==> config.mk <==
export PLATFORM = sky130hd
export DESIGN_NAME = audio_bus_port
export DESIGN_NICKNAME = d
export VERILOG_FILES = /design/src/rtl/abp_pkg.sv /design/src/rtl/abp_fifo.sv /design/src/rtl/abp_ctrl.sv /design/src/rtl/abp_data.sv /design/src/rtl/audio_bus_port.sv
export SDC_FILE = /design/constraint.sdc
export NUM_CORES = 1
export LEC_CHECK = 0
export ABC_AREA = 1
export BUFFER_PORTS_ARGS = -buffer_cell sky130_fd_sc_hd__clkbuf_2
export CELL_PAD_IN_SITES_DETAIL_PLACEMENT = 0
export CELL_PAD_IN_SITES_GLOBAL_PLACEMENT = 1
export CORE_ASPECT_RATIO = 1.75
export CORE_MARGIN = 2
export CORE_UTILIZATION = 52
export CTS_BUF_LIST = sky130_fd_sc_hd__clkbuf_8
export CTS_CLUSTER_DIAMETER = 120
export DETAILED_ROUTE_END_ITERATION = 7
export GPL_TIMING_DRIVEN = 0
export MAX_ROUTING_LAYER = met4
export PLACE_DENSITY_LB_ADDON = 0.1
export SLEW_MARGIN = 0
export SYNTH_ARGS = -nofsm -noshare
export SYNTH_HDL_FRONTEND = slang
export SYNTH_SLANG_ARGS = --single-unit
==> constraint.sdc <==
create_clock -name clk -period 3.3 [get_ports clk]
set_input_delay 0.165 -clock clk [delete_from_list [all_inputs] [get_ports clk]]
set_output_delay 0.165 -clock clk [all_outputs]
set_load 0.01 [all_outputs]
==> src/rtl/abp_pkg.sv <==
package abp_pkg;
  parameter int DATA_W = 8;
  parameter int ADDR_W = 2;

  // one snapshot of the host pins, carried through the synchronizer
  typedef struct packed {
    logic              rdN;
    logic              wrN;
    logic              csN;
    logic              capAckN;
    logic              playAckN;
    logic [ADDR_W-1:0] addr;
    logic [DATA_W-1:0] data;
  } pinSet_t;

  // single-cycle commands from control to datapath
  typedef struct packed {
    logic              regWr;
    logic [ADDR_W-1:0] regIdx;
    logic              capPop;
    logic              playPush;
    logic [DATA_W-1:0] wrData;
  } strobe_t;
endpackage

==> src/rtl/abp_fifo.sv <==
module abp_fifo #(
  parameter int WIDTH = 8,
  parameter int DEPTH = 16
) (
  input  logic             clk,
  input  logic             rstN,
  input  logic             push,
  input  logic [WIDTH-1:0] pushData,
  input  logic             pop,
  output logic [WIDTH-1:0] head,
  output logic             empty,
  output logic             full
);
  localparam int PW = $clog2(DEPTH);
  localparam int CW = $clog2(DEPTH + 1);

  logic [WIDTH-1:0] mem [DEPTH];
  logic [PW-1:0]    wrPtr, rdPtr;
  logic [CW-1:0]    level;
  logic             doPush, doPop;

  assign empty  = (level == '0);
  assign full   = (level == CW'(DEPTH));
  assign doPush = push && !full;
  assign doPop  = pop && !empty;
  assign head   = mem[rdPtr];

  function automatic logic [PW-1:0] bump(input logic [PW-1:0] p);
    return (p == PW'(DEPTH - 1)) ? '0 : p + PW'(1);
  endfunction

  always_ff @(posedge clk) begin
    if (doPush) mem[wrPtr] <= pushData;
  end

  always_ff @(posedge clk or negedge rstN) begin
    if (!rstN) begin
      wrPtr <= '0;
      rdPtr <= '0;
      level <= '0;
    end else begin
      if (doPush) wrPtr <= bump(wrPtr);
      if (doPop)  rdPtr <= bump(rdPtr);
      case ({doPush, doPop})
        2'b10:   level <= level + CW'(1);
        2'b01:   level <= level - CW'(1);
        default: level <= level;
      endcase
    end
  end
endmodule

==> src/rtl/abp_ctrl.sv <==
module abp_ctrl
  import abp_pkg::*;
#(
  parameter int SYNC_STAGES = 2
) (
  input  logic    clk,
  input  logic    rstN,
  input  pinSet_t pinsIn,
  output strobe_t strb
);
  localparam int NST = SYNC_STAGES + 1;
  localparam pinSet_t IDLE = '{rdN: 1'b1, wrN: 1'b1, csN: 1'b1, capAckN: 1'b1,
                               playAckN: 1'b1, addr: '0, data: '0};

  pinSet_t pipe [NST];
  pinSet_t cur, prev;
  logic    rdRise, wrRise;

  for (genvar g = 0; g < NST; g++) begin : g_stage
    always_ff @(posedge clk or negedge rstN) begin
      if (!rstN)        pipe[g] <= IDLE;
      else if (g == 0)  pipe[g] <= pinsIn;
      else              pipe[g] <= pipe[(g == 0) ? 0 : g - 1];
    end
  end

  assign cur    = pipe[NST-2];
  assign prev   = pipe[NST-1];
  assign rdRise = !prev.rdN && cur.rdN;
  assign wrRise = !prev.wrN && cur.wrN;

  // qualifiers are taken from the snapshot in which the strobe was still low
  always_comb begin
    strb.capPop   = rdRise && !prev.capAckN;
    strb.playPush = wrRise && !prev.playAckN;
    strb.regWr    = wrRise && prev.playAckN && !prev.csN;
    strb.regIdx   = prev.addr;
    strb.wrData   = prev.data;
  end
endmodule

==> src/rtl/abp_data.sv <==
module abp_data
  import abp_pkg::*;
#(
  parameter int DEPTH = 16
) (
  input  logic              clk,
  input  logic              rstN,
  input  strobe_t           strb,
  input  logic              capAckN,
  input  logic [ADDR_W-1:0] addr,
  input  logic              capPushValid,
  input  logic [DATA_W-1:0] capPushData,
  input  logic              playPopReq,
  output logic [DATA_W-1:0] playPopData,
  output logic [DATA_W-1:0] dataOut,
  output logic              capReq,
  output logic              playReq,
  output logic              capUnderrun,
  output logic              playOverrun
);
  localparam int NREG = 1 << ADDR_W;

  logic [DATA_W-1:0] regFile [NREG];
  logic [DATA_W-1:0] capHead, lastCap;
  logic              capEmpty, capFull, playEmpty, playFull;

  abp_fifo #(.WIDTH(DATA_W), .DEPTH(DEPTH)) u_capQ (
    .clk(clk), .rstN(rstN),
    .push(capPushValid), .pushData(capPushData),
    .pop(strb.capPop), .head(capHead),
    .empty(capEmpty), .full(capFull)
  );

  abp_fifo #(.WIDTH(DATA_W), .DEPTH(DEPTH)) u_playQ (
    .clk(clk), .rstN(rstN),
    .push(strb.playPush), .pushData(strb.wrData),
    .pop(playPopReq), .head(playPopData),
    .empty(playEmpty), .full(playFull)
  );

  assign capReq  = !capEmpty;
  assign playReq = !playFull;

  always_ff @(posedge clk or negedge rstN) begin
    if (!rstN) begin
      for (int i = 0; i < NREG; i++) regFile[i] <= '0;
      lastCap     <= '0;
      capUnderrun <= 1'b0;
      playOverrun <= 1'b0;
    end else begin
      if (strb.regWr) regFile[strb.regIdx] <= strb.wrData;
      if (strb.capPop) begin
        if (capEmpty) capUnderrun <= 1'b1;
        else          lastCap     <= capHead;
      end
      if (strb.playPush && playFull) playOverrun <= 1'b1;
    end
  end

  // full flag of the capture queue is only needed for drop behaviour inside the queue
  logic unusedFlags;
  assign unusedFlags = capFull ^ playEmpty;

  always_comb begin
    if (!capAckN) dataOut = capEmpty ? lastCap : capHead;
    else          dataOut = regFile[addr];
  end
endmodule

==> src/rtl/audio_bus_port.sv <==
module audio_bus_port
  import abp_pkg::*;
#(
  parameter int FIFO_DEPTH  = 16,
  parameter int SYNC_STAGES = 2
) (
  input  logic              clk,
  input  logic              rstN,
  input  logic              rdN,
  input  logic              wrN,
  input  logic              csN,
  input  logic              capAckN,
  input  logic              playAckN,
  input  logic [ADDR_W-1:0] addr,
  input  logic [DATA_W-1:0] dataIn,
  output logic [DATA_W-1:0] dataOut,
  output logic              dataOe,
  output logic              xcvrEnN,
  output logic              xcvrDir,
  output logic              capReq,
  output logic              playReq,
  input  logic              capPushValid,
  input  logic [DATA_W-1:0] capPushData,
  input  logic              playPopReq,
  output logic [DATA_W-1:0] playPopData,
  output logic              capUnderrun,
  output logic              playOverrun
);
  pinSet_t pins;
  strobe_t strb;
  logic    anyQual, anyStrobe;

  assign pins = '{rdN: rdN, wrN: wrN, csN: csN, capAckN: capAckN,
                  playAckN: playAckN, addr: addr, data: dataIn};

  assign anyQual   = !csN || !capAckN || !playAckN;
  assign anyStrobe = !rdN || !wrN;
  assign xcvrEnN   = !(anyStrobe && anyQual);
  assign xcvrDir   = !(!rdN && anyQual);
  assign dataOe    = !rdN && (!csN || !capAckN);

  abp_ctrl #(.SYNC_STAGES(SYNC_STAGES)) u_ctrl (
    .clk(clk), .rstN(rstN), .pinsIn(pins), .strb(strb)
  );

  abp_data #(.DEPTH(FIFO_DEPTH)) u_data (
    .clk(clk), .rstN(rstN), .strb(strb),
    .capAckN(capAckN), .addr(addr),
    .capPushValid(capPushValid), .capPushData(capPushData),
    .playPopReq(playPopReq), .playPopData(playPopData),
    .dataOut(dataOut), .capReq(capReq), .playReq(playReq),
    .capUnderrun(capUnderrun), .playOverrun(playOverrun)
  );
endmodule

==> out/summary.txt, run 1 <==
CP startpoint: u_ctrl.cur[13]$_DFF_PN1_
Bufs and invs on worst path: 2
Fraction of layout cells with a size suffix above 1: 11.5%
Top FF cell, synth: edfxtp_1
Initial antenna violation count: 1
Wire length on met3: 985 microns
Max incr delay on CP: 800 ps
First-pass GRT wire length: 57100 microns
Main area contributors after synthesis: edfxtp_1, dfrtp_1, nand2_1
Slew Limit Fails: 0
Die width: 134 microns
CP Launch Type: flip-flop
Required @ worst endpoint: 3510 ps
Synthesized instance count: 1424
EDFF count, synth: 256
RSZ-0062 raised after global routing: false
CP max stage cell: nor3_1
Vias/cell: 5.15
Die Area: 31100 sq um
Top Layer Used: met4
Clock Power Share: 25.9%
Sw power: 5.02 mW
Leakage power: 7.37 nW
Max_slew headroom: 30.1%
Starting Density: 52.6%
Seq/Total Area, Yosys: 68.4%
Worst slew pin tran: 1040 ps
Max-Cap Viols: 0
Worst r2r src: u_ctrl.cur[13]$_DFF_PN1_
Filler cells: 2556
Clock sinks: 369
Die height: 232 microns
Row Count: 83
CTS tree: yes
Worst min-delay path class: input pin to flip-flop
Clock transition at the registers of the reported paths: 70 ps
Number of setup buffers added after CTS: 0
Switching share of power: 36.6%
CTS HTree Levels: 2
Crit-path cells: inv_1, nor3_1, nand2_2, inv_1, nand2_1, nor2_1
Final worst setup slack: 149 ps
GPL Wtd Cong: 0.895
Post-DRT Antenna Nets: 0
Most used cell, CP: inv_1
Placed inst area: 16200 sq um
Hold_sp: capPushData[7]
Cts bufs inserted: 50
Synth async-reset ratio: 30.6%
First-pass iteration count of the detailed router: 6
Crit Path Class: flip-flop to flip-flop
Netlist cell types: 37
Starting DRC count in detailed routing: 505
Met2 routed WL: 21300 microns
Post-Syn Area per Cell: 10.8 sq um
Fmax: 317 MHz
Worst setup EP type: flip-flop
Clk_lat worst skew: 590 ps
Vias in the first global route: 10324
Boundary pin count: 50
Area Overhead vs Synth: 12.8%
Status: complete, no violations
PortBufs: 49
Dpl hpwl: 26800 microns
Grt total ovfl: 0
Crit path time final: 3150 ps
Synth warnings: 0
Critical Path AT: 3360 ps
Synthesized cell area: 15400 sq um
Core area: 29300 sq um
Comb pwr share: 31.9%
Clk_skew: 14.8 ps
Syn Nets: 1470
DRT met1 WL: 12600 microns
Final setup violating endpoints: 0
Setup TNS: 0 ps
CTS root buffer: clkbuf_8
Vias: 10148
Final Hold Fails: 0
Flop pwr share: 42.2%
Tcrit/Tclk final: 95.5%
Peak VDD IR: 0.577 mV
Internal: 8.67 mW
Final layout net count: 1590
DRC Markers: 0
Routed len/inst: 18.9 microns
Gr usage total: 25.6%
Synth top area share: 49.9%
Flops & latches, synth: 369
Largest net degree at the start of global routing: 94
Final instance area: 17400 sq um
Power per cell area: 788 nW/um^2
DRT Wirelength: 37200 microns
Clock buffer depth: 3
CP delay by family, top: simple AND/OR/NAND/NOR gates
Maximum net fanout on the critical path: 9
Pre-CTS WS: 116 ps
Area leader, netlist: edfxtp_1
## state kept, by name, summed over array words and instances (netlist names), 5 cells and up
| register | count |
|---|---|
| u_data.u_capQ.mem | 128 |
| u_data.u_playQ.mem | 128 |
| u_data.regFile | 32 |
| u_ctrl.pipe | 20 |
| u_ctrl.cur | 15 |
| u_ctrl.strb | 10 |
| u_data.lastCap | 8 |
| u_data.u_capQ.level | 5 |
| u_data.u_playQ.level | 5 |
## cell type report
type | instances | area (sq um) | area share, %
sequential | 369 | 10500 | 60.6
multi-input combinational | 842 | 3990 | 22.9
clock buffer | 56 | 771 | 4.44
inverter | 153 | 574 | 3.31
tap | 382 | 478 | 2.75
timing repair buffer | 68 | 462 | 2.66
buffer | 60 | 304 | 1.75
clock inverter | 38 | 264 | 1.52
antenna | 1 | 2.50 | 0.0144
## cells in the mapped netlist (all sizes together) (3+ instances only)
cell type	instances
clkinv	4
a21oi	36
xor2	11
dfstp	15
o32ai	8
nand2	396
edfxtp	256
nand4	26
o2111ai	3
inv	149
o21ai	112
nand3	86
buf	38
ha	18
clkbuf	22
o211ai	18
xnor2	4
nor2	111
dfrtp	98
## cell usage in the layout, fill, tap and decap left out, types with 3 or more instances in the layout
cell	instances
buf_4	4
o211ai_1	18
o21ai_1	7
bufinv_16	4
clkinv_2	10
buf_2	27
edfxtp_1	256
xnor2_1	4
ha_1	18
nand3_1	84
inv_2	3
o2111ai_1	3
clkbuf_1	22
nand4_1	26
a21oi_1	36
dfrtp_1	98
nand2_1	394
clkbuf_2	48
xor2_1	11
buf_1	3
o21ai_0	105
buf_6	4
dlygate4sd3_1	18
dfstp_2	15
clkbuf_8	57
inv_1	157
nor2_1	111
clkinv_1	16
o32ai_1	8
## worst reg2reg max path, delay by kind of cell, from the launching register on
family / cells / cell delay, ps
flops: 1 / 530
buf+inv: 2 / 290
simple gates: 4 / 1950
## kinds of logic after synthesis
logic type / synth area share (%)
AOI/OAI and AO/OA: 6.70
xor gates and xnor gates: 0.853
adders and majority gates: 1.59
buffers and inverters: 5.70
DFF: 68.4
and+or+nand+nor: 16.7
## metal layers
metal | up-vias | global-route usage [%]
met5 | - | -
met4 | 0 | 14.3
met2 | 203 | 49.5
li1 | 5003 | -
met1 | 4858 | 23.8
met3 | 84 | 3.19
## path summary, 6_finish.rpt
path,cells after the start,endpoint,slack (ps)
worst min-delay path,1,u_data.u_capQ.mem[13][7]$_DFFE_PP_,50
min in group asynchronous,3,u_data.u_playQ.rdPtr[2]$_DFFE_PN0P_,140
worst max register to register,6,u_data.u_playQ.mem[12][5]$_DFFE_PP_,150
max in group asynchronous,3,u_ctrl.strb[4]$_DFF_PN0_,1890
worst min register to register,0,u_ctrl.cur[9]$_DFF_PN0_,350
worst max-delay path,6,u_data.u_playQ.mem[12][5]$_DFFE_PP_,150
## per-stage QoR
| step | util [%] | power (mW) | cells | hold slack (ps) |
|---|---|---|---|---|
| detailed placement | 55.2 | 10.2 | 1856 | 46.5 |
| finish | 59.3 | 13.7 | 1969 | 54.4 |
| floorplan | - | 8.62 | 1424 | -131 |
| global route | 59.3 | 14.5 | 1969 | 52.8 |
| global placement | 55.0 | 10.2 | 1855 | 268 |
| CTS | 59.3 | 13.8 | 1968 | 21.8 |
## timing repair
| item | in CTS | in global routing |
|---|---|---|
| hold endpoints to repair | 115 | 0 |
| gates resized for setup | 0 | 0 |
| hold buffers | 18 | 0 |
## power groups by stage
stage / sequential [mW] / combinational, mW / clock, mW
global placement: 5.85 / 4.32 / 0
detailed placement: 5.86 / 4.37 / 0
global route: 5.82 / 4.89 / 3.82
finish: 5.77 / 4.37 / 3.55
CTS: 5.77 / 4.40 / 3.63
floorplan: 5.77 / 2.85 / 0
(Power assumes the default switching activity.)
==> inputs of run 2 (changes only) <==
--- a/config.mk
+++ b/config.mk
@@ -7,17 +7,15 @@
 export LEC_CHECK = 0
 export ABC_AREA = 1
 export BUFFER_PORTS_ARGS = -buffer_cell sky130_fd_sc_hd__clkbuf_2
-export CELL_PAD_IN_SITES_DETAIL_PLACEMENT = 0
-export CELL_PAD_IN_SITES_GLOBAL_PLACEMENT = 1
 export CORE_ASPECT_RATIO = 1.75
 export CORE_MARGIN = 2
-export CORE_UTILIZATION = 52
+export CORE_UTILIZATION = 64
 export CTS_BUF_LIST = sky130_fd_sc_hd__clkbuf_8
 export CTS_CLUSTER_DIAMETER = 120
 export DETAILED_ROUTE_END_ITERATION = 7
 export GPL_TIMING_DRIVEN = 0
 export MAX_ROUTING_LAYER = met4
-export PLACE_DENSITY_LB_ADDON = 0.1
+export PLACE_DENSITY = 0.82
 export SLEW_MARGIN = 0
 export SYNTH_ARGS = -nofsm -noshare
 export SYNTH_HDL_FRONTEND = slang
==> constraint.sdc (replaced) <==
create_clock -name clk -period 3.5 [get_ports clk]
set_input_delay 0.175 -clock clk [delete_from_list [all_inputs] [get_ports clk]]
set_output_delay 0.175 -clock clk [all_outputs]
set_load 0.01 [all_outputs]
==> run 2 against run 1 <==
Global-route usage up 4.9 points. Non-clock buffer count down 1. Hold slack better by 32 ps. Setup slack better by 270 ps. First-iteration DRC count up 55%. Critical path depth up 2. Sequential power down 5.7%. Total power down 2.0%. Combinational power down 4%. Clock skew up 19 ps. Count of clock-buffer cells in the layout up 5.
==> out/summary.txt, run 2 (synthesis gave the netlist of run 1 again) <==
Status: complete, no violations
Final Hold Fails: 0
Area Overhead vs Synth: 13.2%
DRC Markers: 0
Vias/cell: 5.58
Clock buffer depth: 3
First-pass iteration count of the detailed router: 5
Gr usage total: 30.5%
Cells after DPL: 1782
DRT Wirelength: 36600 microns
Final instance area: 17400 sq um
Crit Path Class: flip-flop to output pin
Final worst setup slack: 415 ps
Fraction of layout cells with a size suffix above 1: 12.2%
Final layout net count: 1589
Number of setup buffers added after CTS: 0
Max_slew headroom: 45.0%
Most frequent cells in the layout: nand2_1, edfxtp_1, inv_1
Leakage power: 7.43 nW
CP Launch Type: flip-flop
Final std cells w/o fill: 1891
Tcrit/Tclk final: 88.1%
Placed inst area: 16100 sq um
Peak VDD IR: 0.574 mV
Crit path time final: 3080 ps
Top flop regs: u_data.u_capQ.mem x128, u_data.u_playQ.mem x128, u_data.regFile x32
Clock sinks: 369
Pre-CTS WS: 707 ps
Slew Limit Fails: 0
Row Count: 75
Post-DRT Antenna Nets: 0
CTS root buffer: clkbuf_8
Clk_lat worst skew: 610 ps
PortBufs: 49
Die width: 121 microns
Routed len/inst: 19.4 microns
CP delay by family, top: buffers and inverters
Fmax: 324 MHz
Worst slew pin tran: 822 ps
Max-Cap Viols: 0
Boundary pin count: 50
Clock transition at the registers of the reported paths: 70 ps
CTS resizes: 0
First-pass GRT wire length: 55800 microns
Vias in the first global route: 10687
Maximum net fanout on the critical path: 10
Initial antenna violation count: 0
CP max stage cell: o211ai_1
Starting Density: 64.6%
CTS HTree Levels: 2
CTS tree: yes
Power per cell area: 770 nW/um^2
Required @ worst endpoint: 3320 ps
RSZ-0062 raised after global routing: false
Bufs and invs on worst path: 4
Most common cell after layout, fill and taps aside: nand2_1
Dpl hpwl: 25400 microns
GPL Wtd Cong: 0.964
Largest net degree at the start of global routing: 114
Critical Path AT: 2910 ps
Die height: 209 microns
Filler cells: 1689
Worst min-delay path class: input pin to flip-flop
Setup TNS: 0 ps
Clk_skew: 33.3 ps
Die Area: 25400 sq um
Vias: 10553
Grt total ovfl: 0
Diode count: 0
Core area: 23800 sq um
Worst setup EP type: output pin
Cts bufs inserted: 50
Starting DRC count in detailed routing: 785
Crit-path cells: buf_2, inv_2, clkbuf_1, nor2_1, o211ai_1, nand4_1, nand2_1, clkbuf_2
Max incr delay on CP: 640 ps
Final setup violating endpoints: 0
run 2: cell types whose count changed in the layout (fill, tap and decap cells not counted):
cell | previous run | this run
clkinvlp_4 | 1 | 3
clkinv_1 | 16 | 6
diode_2 | 1 | 0
dlygate4sd3_1 | 18 | 17
bufinv_16 | 4 | 8
inv_1 | 157 | 154
clkbuf_8 | 57 | 62
run 2: path summary, 6_finish.rpt:
check                                                    startpoint                            endpoint  slack [ps]  depth (start not counted)
worst max register to register             u_ctrl.cur[14]$_DFF_PN1_  u_data.u_capQ.level[4]$_DFFE_PN0P_         670                         13
min in group asynchronous                                      rstN  u_data.u_capQ.wrPtr[2]$_DFFE_PN0P_         180                          3
worst min register to register            u_ctrl.pipe[34]$_DFF_PN0_             u_ctrl.cur[4]$_DFF_PN0_         330                          0
worst max-delay path            u_data.u_playQ.rdPtr[0]$_DFFE_PN0P_                      playPopData[0]         420                          8
max in group asynchronous                                      rstN      u_data.playOverrun$_DFFE_PN0P_        2800                          3
worst min-delay path                                 capPushData[6]   u_data.u_capQ.mem[6][6]$_DFFE_PP_          90                          1
run 2: layout make-up:
type | count | area [sq um] | share of cell area [%]
sequential | 369 | 10500 | 60.5
multi-input combinational | 842 | 3990 | 22.9
clock buffer | 61 | 840 | 4.82
inverter | 153 | 574 | 3.30
timing repair buffer | 67 | 452 | 2.59
tap | 308 | 385 | 2.21
clock inverter | 31 | 350 | 2.01
buffer | 60 | 304 | 1.74
run 2: power by group:
part	internal (mW)	switching (mW)
logic	1.25	2.94
registers	5.16	0.282
clock network	2.18	1.60
run 2: worst register-to-register path: cells and delay by family, from the launching register on:
| kind | cells | cell delay, ps |
|---|---|---|
| flops | 1 | 540 |
| fa+ha+maj | 2 | 480 |
| buf+inv | 2 | 240 |
| xor+xnor | 2 | 370 |
| simple gates | 7 | 1130 |
run 2: per-layer routing:
layer	routed length, microns	track usage (%)	vias to the layer above
met4	2710	19.3	0
met3	1800	5.19	149
met5	0	-	-
met2	20400	55.9	388
met1	11700	28.4	5023
li1	-	-	4993
run 2: repair_timing:
item	CTS	global route
hold endpoints to repair	114	0
hold buffers	17	0
setup endpoints to repair	0	0
run 2: stage by stage:
step / hold WS, ps / util (%) / power (mW)
final: 86.4 / 73.1 / 13.4
after global routing: 86.1 / 73.1 / 14.1
after CTS: 62.0 / 73.1 / 13.4
after detailed placement: 274 / 67.4 / 9.57
after global placement: 277 / 67.2 / 9.42
after floorplan: -121 / - / 8.13
